==> config.mk <==
export PLATFORM = sky130hd
export DESIGN_NAME = vmap_xlate
export DESIGN_NICKNAME = d
export VERILOG_FILES = /design/src/rtl/vmap_pkg.sv /design/src/rtl/vmap_pagebank.sv /design/src/rtl/vmap_check.sv /design/src/rtl/vmap_ctrl.sv /design/src/rtl/vmap_xlate.sv
export SDC_FILE = /design/constraint.sdc
export NUM_CORES = 2
export LEC_CHECK = 0
export BUFFER_PORTS_ARGS = -buffer_cell sky130_fd_sc_hd__buf_2
export CAP_MARGIN = 20
export CORE_UTILIZATION = 50
export DETAILED_ROUTE_END_ITERATION = 10
export PLACE_DENSITY = 0.65
export RECOVER_POWER = 100
export SYNTH_ARGS = -nofsm -noshare
export SYNTH_HDL_FRONTEND = slang
export SYNTH_HIERARCHICAL = 1
export SYNTH_SLANG_ARGS = --single-unit
==> constraint.sdc <==
create_clock -name clk -period 5.2 [get_ports clk]
set_input_delay 0.26 -clock clk [delete_from_list [all_inputs] [get_ports clk]]
set_output_delay 0.26 -clock clk [all_outputs]
set_load 0.03 [all_outputs]
==> src/rtl/vmap_pkg.sv <==
package vmap_pkg;
  localparam int VA_W       = 16;
  localparam int DATA_W     = 16;
  localparam int PAR_SHIFT  = 6;
  localparam int PA_W       = DATA_W + PAR_SHIFT;
  localparam int PA_NARROW  = 18;
  localparam int PAGE_W     = 3;
  localparam int PAGES      = 1 << PAGE_W;
  localparam int OFF_W      = VA_W - PAGE_W;
  localparam int BLK_W      = OFF_W - PAR_SHIFT;
  localparam int MODE_N     = 3;
  localparam int SPACE_N    = 2;
  localparam int SLOTS      = MODE_N * SPACE_N * PAGES;
  localparam int SLOT_W     = $clog2(SLOTS);
  localparam int ERR_W      = 3;
  localparam int INFO_W     = 3 + 2 + PAGE_W - 1;

  typedef enum logic [1:0] {
    MODE_KERN = 2'b00,
    MODE_SUP  = 2'b01,
    MODE_BAD  = 2'b10,
    MODE_USER = 2'b11
  } mode_e;

  typedef struct packed {
    logic [BLK_W-1:0] plen;
    logic             down;
    logic [1:0]       acf;
  } pdr_t;

  function automatic logic mode_legal(input logic [1:0] m);
    return m != MODE_BAD;
  endfunction

  function automatic logic [1:0] mode_index(input logic [1:0] m);
    case (m)
      MODE_SUP:  return 2'd1;
      MODE_USER: return 2'd2;
      default:   return 2'd0;
    endcase
  endfunction

  function automatic logic [SLOT_W-1:0] slot_of(input logic [1:0] m,
                                                input logic sp,
                                                input logic [PAGE_W-1:0] pg);
    return SLOT_W'(mode_index(m)) * SLOT_W'(SPACE_N * PAGES)
         + SLOT_W'(sp) * SLOT_W'(PAGES) + SLOT_W'(pg);
  endfunction

  function automatic pdr_t pdr_unpack(input logic [DATA_W-1:0] d);
    pdr_t p;
    p.plen = d[8 +: BLK_W];
    p.down = d[3];
    p.acf  = d[1:0];
    return p;
  endfunction

  function automatic logic [DATA_W-1:0] pdr_pack(input pdr_t p);
    return {1'b0, p.plen, 4'b0000, p.down, 1'b0, p.acf};
  endfunction

  // relocated address: base in 64-byte units plus page offset
  function automatic logic [PA_W-1:0] reloc_addr(input logic [DATA_W-1:0] par,
                                                  input logic [OFF_W-1:0] off,
                                                  input logic wide);
    logic [PA_W-1:0] s;
    s = {par, {PAR_SHIFT{1'b0}}} + {{(PA_W-OFF_W){1'b0}}, off};
    if (!wide) s[PA_W-1:PA_NARROW] = '0;
    return s;
  endfunction

  // unmapped address: top page lands on the top of physical space
  function automatic logic [PA_W-1:0] pass_addr(input logic [VA_W-1:0] v);
    if (&v[VA_W-1:OFF_W]) return {{(PA_W-OFF_W){1'b1}}, v[OFF_W-1:0]};
    return {{(PA_W-VA_W){1'b0}}, v};
  endfunction
endpackage

==> src/rtl/vmap_pagebank.sv <==
module vmap_pagebank
  import vmap_pkg::*;
(
  input  logic              clk,
  input  logic              rst_n,
  input  logic              wr_en,
  input  logic              wr_pdr,
  input  logic [1:0]        wr_mode,
  input  logic              wr_space,
  input  logic [PAGE_W-1:0] wr_page,
  input  logic [DATA_W-1:0] wr_data,
  input  logic [1:0]        lk_mode,
  input  logic              lk_space,
  input  logic [PAGE_W-1:0] lk_page,
  output logic [DATA_W-1:0] lk_par,
  output pdr_t              lk_pdr,
  input  logic              rd_pdr,
  input  logic [1:0]        rd_mode,
  input  logic              rd_space,
  input  logic [PAGE_W-1:0] rd_page,
  output logic [DATA_W-1:0] rd_data
);
  logic [DATA_W-1:0] par_q [SLOTS];
  pdr_t              pdr_q [SLOTS];
  logic              wr_ok;
  logic [SLOT_W-1:0] wr_slot;
  logic [SLOT_W-1:0] lk_slot;
  logic [SLOT_W-1:0] rd_slot;

  assign wr_ok   = wr_en && mode_legal(wr_mode);
  assign wr_slot = slot_of(wr_mode, wr_space, wr_page);
  assign lk_slot = slot_of(lk_mode, lk_space, lk_page);
  assign rd_slot = slot_of(rd_mode, rd_space, rd_page);

  for (genvar g = 0; g < SLOTS; g++) begin : g_slot
    always_ff @(posedge clk or negedge rst_n) begin
      if (!rst_n) begin
        par_q[g] <= '0;
        pdr_q[g] <= '0;
      end else if (wr_ok && wr_slot == SLOT_W'(g)) begin
        if (wr_pdr) pdr_q[g] <= pdr_unpack(wr_data);
        else        par_q[g] <= wr_data;
      end
    end
  end

  assign lk_par = par_q[lk_slot];
  assign lk_pdr = pdr_q[lk_slot];

  always_comb begin
    if (!mode_legal(rd_mode)) rd_data = '0;
    else if (rd_pdr)          rd_data = pdr_pack(pdr_q[rd_slot]);
    else                      rd_data = par_q[rd_slot];
  end
endmodule

==> src/rtl/vmap_check.sv <==
module vmap_check
  import vmap_pkg::*;
(
  input  pdr_t             pdr,
  input  logic [BLK_W-1:0] blk,
  input  logic             is_write,
  input  logic [1:0]       mode,
  output logic             deny,
  output logic             len_err,
  output logic             mode_err
);
  logic rights_bad;
  logic past_end;

  always_comb begin
    case (pdr.acf)
      2'b11:   rights_bad = 1'b0;
      2'b01:   rights_bad = is_write;
      default: rights_bad = 1'b1;
    endcase
  end

  assign past_end = pdr.down ? (blk < pdr.plen) : (blk > pdr.plen);
  assign mode_err = !mode_legal(mode);
  assign deny     = !mode_err && rights_bad;
  assign len_err  = !mode_err && past_end;
endmodule

==> src/rtl/vmap_ctrl.sv <==
module vmap_ctrl
  import vmap_pkg::*;
(
  input  logic              clk,
  input  logic              rst_n,
  input  logic              wr_en,
  input  logic [1:0]        wr_idx,
  input  logic [DATA_W-1:0] wr_data,
  input  logic              fault,
  input  logic [ERR_W-1:0]  flt_bits,
  input  logic [VA_W-1:0]   flt_va,
  input  logic [INFO_W-1:0] flt_info,
  output logic [DATA_W-1:0] sr0,
  output logic [DATA_W-1:0] sr1,
  output logic [DATA_W-1:0] sr2,
  output logic [DATA_W-1:0] sr3,
  output logic              reloc_on,
  output logic              wide_on
);
  logic [ERR_W-1:0]  err_q;
  logic              en_q;
  logic              wide_q;
  logic [INFO_W-1:0] info_q;
  logic [VA_W-1:0]   va_q;
  logic              wr_sr0;
  logic              wr_sr3;
  logic              capture;
  logic              unused_ok;

  assign wr_sr0  = wr_en && wr_idx == 2'd0;
  assign wr_sr3  = wr_en && wr_idx == 2'd3;
  assign capture = fault && !wr_sr0 && err_q == '0;

  always_ff @(posedge clk or negedge rst_n) begin
    if (!rst_n) begin
      err_q  <= '0;
      en_q   <= 1'b0;
      wide_q <= 1'b0;
      info_q <= '0;
      va_q   <= '0;
    end else begin
      if (wr_sr0) begin
        err_q <= wr_data[DATA_W-1 -: ERR_W];
        en_q  <= wr_data[0];
      end else if (fault) begin
        err_q <= err_q | flt_bits;
      end
      if (wr_sr3) wide_q <= wr_data[0];
      if (capture) begin
        info_q <= flt_info;
        va_q   <= flt_va;
      end
    end
  end

  assign sr0      = {err_q, {(DATA_W-ERR_W-1){1'b0}}, en_q};
  assign sr1      = {{(DATA_W-INFO_W){1'b0}}, info_q};
  assign sr2      = va_q;
  assign sr3      = {{(DATA_W-1){1'b0}}, wide_q};
  assign reloc_on = en_q;
  assign wide_on  = wide_q;
  assign unused_ok = ^wr_data[DATA_W-ERR_W-1:1];


  err_sticky_chk: assert property (@(posedge clk) disable iff (!rst_n)
    !$past(wr_sr0) |-> ((err_q & $past(err_q)) == $past(err_q)));


  first_fault_va_chk: assert property (@(posedge clk) disable iff (!rst_n)
    capture |=> (va_q == $past(flt_va)));


  no_fault_no_flag_chk: assert property (@(posedge clk) disable iff (!rst_n)
    (!fault && !wr_sr0) |=> $stable(err_q));
endmodule

==> src/rtl/vmap_xlate.sv <==
module vmap_xlate
  import vmap_pkg::*;
(
  input  logic              clk,
  input  logic              rst_n,
  input  logic              cfg_we,
  input  logic [7:0]        cfg_addr,
  input  logic [DATA_W-1:0] cfg_wdata,
  output logic [DATA_W-1:0] cfg_rdata,
  input  logic [VA_W-1:0]   va,
  input  logic [1:0]        cpu_mode,
  input  logic              is_data,
  input  logic              is_write,
  input  logic              acc_valid,
  output logic [PA_W-1:0]   pa,
  output logic              abort
);
  logic              sel_page;
  logic              sel_ctrl;
  logic [DATA_W-1:0] bank_rd;
  logic [DATA_W-1:0] sr0, sr1, sr2, sr3;
  logic              reloc_on;
  logic              wide_on;
  logic [DATA_W-1:0] lk_par;
  pdr_t              lk_pdr;
  logic              deny, len_err, mode_err;
  logic [ERR_W-1:0]  why;
  logic              fault;
  logic [INFO_W-1:0] info;
  logic [PA_W-1:0]   pa_reloc;
  logic [PA_W-1:0]   pa_pass;

  assign sel_page = !cfg_addr[7];
  assign sel_ctrl = cfg_addr[7] && cfg_addr[6:2] == '0;

  vmap_pagebank u_bank (
    .clk      (clk),
    .rst_n    (rst_n),
    .wr_en    (cfg_we && sel_page),
    .wr_pdr   (cfg_addr[6]),
    .wr_mode  (cfg_addr[5:4]),
    .wr_space (cfg_addr[3]),
    .wr_page  (cfg_addr[2:0]),
    .wr_data  (cfg_wdata),
    .lk_mode  (cpu_mode),
    .lk_space (is_data),
    .lk_page  (va[VA_W-1:OFF_W]),
    .lk_par   (lk_par),
    .lk_pdr   (lk_pdr),
    .rd_pdr   (cfg_addr[6]),
    .rd_mode  (cfg_addr[5:4]),
    .rd_space (cfg_addr[3]),
    .rd_page  (cfg_addr[2:0]),
    .rd_data  (bank_rd)
  );

  vmap_check u_check (
    .pdr      (lk_pdr),
    .blk      (va[OFF_W-1:PAR_SHIFT]),
    .is_write (is_write),
    .mode     (cpu_mode),
    .deny     (deny),
    .len_err  (len_err),
    .mode_err (mode_err)
  );

  assign why   = reloc_on ? {deny, len_err, mode_err} : '0;
  assign abort = acc_valid && why != '0;
  assign fault = abort;
  assign info  = {is_write, is_data, cpu_mode, va[VA_W-1:OFF_W]};

  vmap_ctrl u_ctrl (
    .clk      (clk),
    .rst_n    (rst_n),
    .wr_en    (cfg_we && sel_ctrl),
    .wr_idx   (cfg_addr[1:0]),
    .wr_data  (cfg_wdata),
    .fault    (fault),
    .flt_bits (why),
    .flt_va   (va),
    .flt_info (info),
    .sr0      (sr0),
    .sr1      (sr1),
    .sr2      (sr2),
    .sr3      (sr3),
    .reloc_on (reloc_on),
    .wide_on  (wide_on)
  );

  assign pa_reloc = reloc_addr(lk_par, va[OFF_W-1:0], wide_on);
  assign pa_pass  = pass_addr(va);
  assign pa       = reloc_on ? pa_reloc : pa_pass;

  always_comb begin
    if (sel_page) cfg_rdata = bank_rd;
    else if (!sel_ctrl) cfg_rdata = '0;
    else begin
      case (cfg_addr[1:0])
        2'd0:    cfg_rdata = sr0;
        2'd1:    cfg_rdata = sr1;
        2'd2:    cfg_rdata = sr2;
        default: cfg_rdata = sr3;
      endcase
    end
  end


  off_no_abort_chk: assert property (@(posedge clk) disable iff (!rst_n)
    !reloc_on |-> !abort);


  off_io_page_chk: assert property (@(posedge clk) disable iff (!rst_n)
    (!reloc_on && &va[VA_W-1:OFF_W]) |-> (&pa[PA_W-1:OFF_W]));


  low_bits_kept_chk: assert property (@(posedge clk) disable iff (!rst_n)
    reloc_on |-> (pa[PAR_SHIFT-1:0] == va[PAR_SHIFT-1:0]));


  narrow_top_zero_chk: assert property (@(posedge clk) disable iff (!rst_n)
    (reloc_on && !wide_on) |-> (pa[PA_W-1:PA_NARROW] == '0));


  bad_mode_abort_chk: assert property (@(posedge clk) disable iff (!rst_n)
    (acc_valid && reloc_on && cpu_mode == MODE_BAD) |-> (abort && !deny && !len_err));


  no_rights_abort_chk: assert property (@(posedge clk) disable iff (!rst_n)
    (acc_valid && reloc_on && !mode_err && lk_pdr.acf == 2'b00) |-> abort);


  idle_no_abort_chk: assert property (@(posedge clk) disable iff (!rst_n)
    !acc_valid |-> !abort);
endmodule

==> run_results.csv <==
group,metric,value,unit
pwr,peakVddDrop,0.275,mV
sta,setup_violations,0,
drt,drt_iter0_drc,5355,
cts,cts_tree,"yes",
cts,clock_sinks,1276,
critical_path,crit_top_cell,"buf_4",
layout,nNetsFinal,4656,
cts,h-tree-depth,4,
global_routing,grt_util_all_layers,0.329,
placement,dp.cells,6225,
floorplanning,core,137000,µm²
sta,fmax,198,MHz
hold_path,hp-class,"input pin to register",
floorplanning,io_pins,87,
pwr,totalPowerFinal,24.2,mW
drt,antenna_left,0,
floorplanning,std_cell_rows,136,
layout,fill_cells,11000,
sta,fin_ws,140,ps
sta,post-route-period-util,0.973,
pwr,sequentialPowerShare,0.449,
placement,pre_cts_ws,-18.2,ps
sta,setup_tns,0,ps
flow_run,maxCapViolations,49,
layout,final_util,0.557,
synth,syn_avg_cell_area,15.2,µm²
synth,synth_seq_area_share,0.462,
global_routing,grt_max_degree,149,
sta,finalHoldViolations,0,
global_routing,grt_pass1_vias,45000,
critical_path,cp_cell_sequence,"buf_8 -> buf_12 -> buf_4 -> mux4_2 -> o22ai_1 -> nor4_1 -> mux2_1 -> ha_1 -> a21oi_1 -> o211ai_2 -> buf_4 -> o211ai_1 -> clkbuf_1",
drt,wl_per_cell,35.0,µm
critical_path,path_delay_family,"buffers and inverters",
synth,synth.distinct_cells,72,
sta,tightest_slew,3900,ps
cts,ctsLongestPathBuffers,3,
sta,fin_skew,37.0,ps
sta,whs,55.9,ps
layout,final_area,76500,µm²
synth,async_flop_share,1.00,
placement,place_area,72000,µm²
synth,ys_ff_latch,1276,
layout,area_growth,10.8,%
pwr,pwr-share-clk,0.430,
critical_path,crit_buf_inv,5,
critical_path,crit_fanout,58,
placement,gp_congestion,0.969,
pwr,switchingPower,6.32,mW
synth,syn_inst,4534,
sta,rsz0062_at_grt,"no",
cts,numCtsBuffers,141,
floorplanning,fp.dieArea,140000,µm²
synth,syn-cell-area,69100,µm²
sta,max-slew-margin-rel,-1.60,
pwr,combPwrFrac,0.121,
critical_path,worstPathRequired,4940,ps
drt,viasPerCell,6.96,
critical_path,end_kind,"output port",
placement,hpwl,150,mm
run_status,status,"complete, but fails checks",
layout,drive_above_1_share,0.523,
pwr,p_per_area,317,nW/µm²
pwr,swShare,0.261,
synth,synth_warnings,6,
cts,root_buffer,"clkbuf_16",
critical_path,max_stage_delay,910,ps
layout,seqCellArea,31900,µm²
drt,drc_errors,0,
critical_path,cp_slowest_cell,"nor4_1",
global_routing,overflow,0,
layout,multi_input_area,34800,µm²
cts,cts_setup_buffers,0,
drt,route.final.wire_length,228,mm
drt,dr.pass1.iters,6,
critical_path,crit_type,"input pin to output port",
critical_path,crit_arrival,4800,ps
cts,clkLatencyLatePin,800,ps
drt,num_vias,45300,
synth,synthFlopType,"dfrtp_1",
pwr,p_int,17.9,mW
floorplanning,die_y,374,µm
run_status,violations,"capacitance limit, slew limit",
pwr,p_leak,35.0,nW
sta,drv_slew,849,
synth,synth-edff-count,0,
sta,fin_crit,5060,ps
placement,port-buffer-count,86,
global_routing,grt_pass1_wl,331,mm
layout,layout.cells.non_filler,6504,
floorplanning,die_w,374,µm
cts,path_clk_slew,60,ps
floorplanning,start_util,0.503,
critical_path,crit_path_start_kind,"input pin",
global_routing,antenna_found_initial,8,
==> cells in the final DEF (no fill, tap or decap), types with 26 or more instances in the layout <==
cell,count
buf_4,151
clkbuf_16,145
nand2_1,141
nand3_1,55
clkbuf_8,28
a22oi_1,28
buf_2,51
o22ai_1,123
clkbuf_1,113
nor2_1,65
mux2i_1,40
mux4_2,680
dfrtp_1,1276
nor4_1,26
inv_1,46
conb_1,36
mux2_2,1283
a21oi_1,26
==> layer usage <==
layer | vias up | wire (µm) | track usage
met5 | - | 34 | 0
met3 | 464 | 24500 | 0.108
met2 | 2326 | 101000 | 0.479
met1 | 24700 | 92400 | 0.460
li1 | 17800 | - | -
met4 | 6 | 9350 | 0.124
==> tightest hold or removal path, delay by kind of cell <==
kind	cells	cell delay, ps
AOI/OAI and AO/OA	3	330
buffers and inverters	2	230
==> cells in the mapped netlist (all sizes together) (3+ instances only) <==
| cell | number | area (µm²) |
|---|---|---|
| clkbuf | 261 | 980 |
| mux4 | 680 | 15300 |
| xnor2 | 3 | 26.3 |
| nor2 | 73 | 322 |
| nor2b | 11 | 68.8 |
| o21ai | 23 | 119 |
| or3 | 5 | 31.3 |
| nand4 | 23 | 144 |
| a21oi | 28 | 148 |
| dfrtp | 1276 | 31900 |
| a22oi | 28 | 210 |
| or2 | 5 | 31.3 |
| nand2b | 11 | 68.8 |
| nor3 | 21 | 115 |
| and4 | 3 | 26.3 |
| a31oi | 10 | 62.6 |
| nor4 | 29 | 188 |
| nand2 | 141 | 529 |
| o22ai | 124 | 776 |
| mux2i | 40 | 400 |
| o21a | 3 | 22.5 |
| and2 | 11 | 68.8 |
| nor3b | 5 | 48.8 |
| mux2 | 1307 | 14800 |
| a221o | 6 | 60.1 |
| a32oi | 8 | 70.1 |
| nand3 | 55 | 275 |
| a211oi | 10 | 90.1 |
| nand3b | 8 | 60.1 |
| and3 | 17 | 106 |
| buf | 201 | 1200 |
| o211ai | 9 | 82.6 |
| inv | 47 | 176 |
| a211o | 3 | 26.3 |
| o2111ai | 4 | 35.0 |
| a22o | 5 | 43.8 |
| ha | 14 | 175 |
==> worst paths after layout <==
path | from | end | slack (ps) | depth (start not counted)
worst max register to register | u_bank/pdr_q[216] | u_ctrl/sr2[7] | 410 | 17
max in group asynchronous | rst_n | u_bank/par_q[151] | 780 | 3
worst min-delay path | acc_valid | u_ctrl/err_q[0] | 60 | 5
worst max-delay path | va[15] | pa[17] | 140 | 13
worst min register to register | u_ctrl/sr2[11] | u_ctrl/sr2[11] | 500 | 1
min in group asynchronous | rst_n | u_bank/pdr_q[390] | 1240 | 2
==> cell families after synthesis <==
kind of cell,count (synthesis),share of synthesized area
adders and majority gates,15,0.00283
DFF,1276,0.462
xor gates and xnor gates,5,0.000634
other,1,0.0000543
buffers and inverters,509,0.0341
AOI/OAI and AO/OA,278,0.0278
muxes,2027,0.442
and+or+nand+nor,423,0.0308
==> layout make-up <==
class	instances	area share
clock buffers	210	0.0543
well taps	1794	0.0293
flip-flops and latches	1276	0.417
repair buffers	343	0.0331
inverters	47	0.00231
multi-input cells	2784	0.455
clock inverters	45	0.00826
diodes	5	0.000164
==> registers in the layout (all words and copies together) (netlist names) <==
| register | flops |
|---|---|
| u_ctrl/reloc_on | 1 |
| u_ctrl/info_q | 7 |
| u_ctrl/err_q | 3 |
| u_bank/pdr_q | 480 |
| u_bank/par_q | 768 |
| u_ctrl/sr2 | 16 |
| u_ctrl/wide_on | 1 |
==> power groups by stage <==
| stage | registers, mW | clock network (mW) | logic (mW) |
|---|---|---|---|
| final | 10.9 | 10.4 | 2.93 |
| after global routing | 10.9 | 10.9 | 3.08 |
| after CTS | 10.9 | 10.6 | 2.96 |
| after detailed placement | 11.0 | 0 | 2.94 |
| after global placement | 11.0 | 0 | 2.90 |
| after floorplan | 10.9 | 0 | 1.91 |
==> repair_timing <==
action / 4_1_cts / 5_1_grt
resized for setup: 0 / 2
hold buffers: 16 / 1
endpoints found under the setup margin: 0 / 1
hold endpoints to repair: 143 / 17
Power figures use the tool's default switching activity.
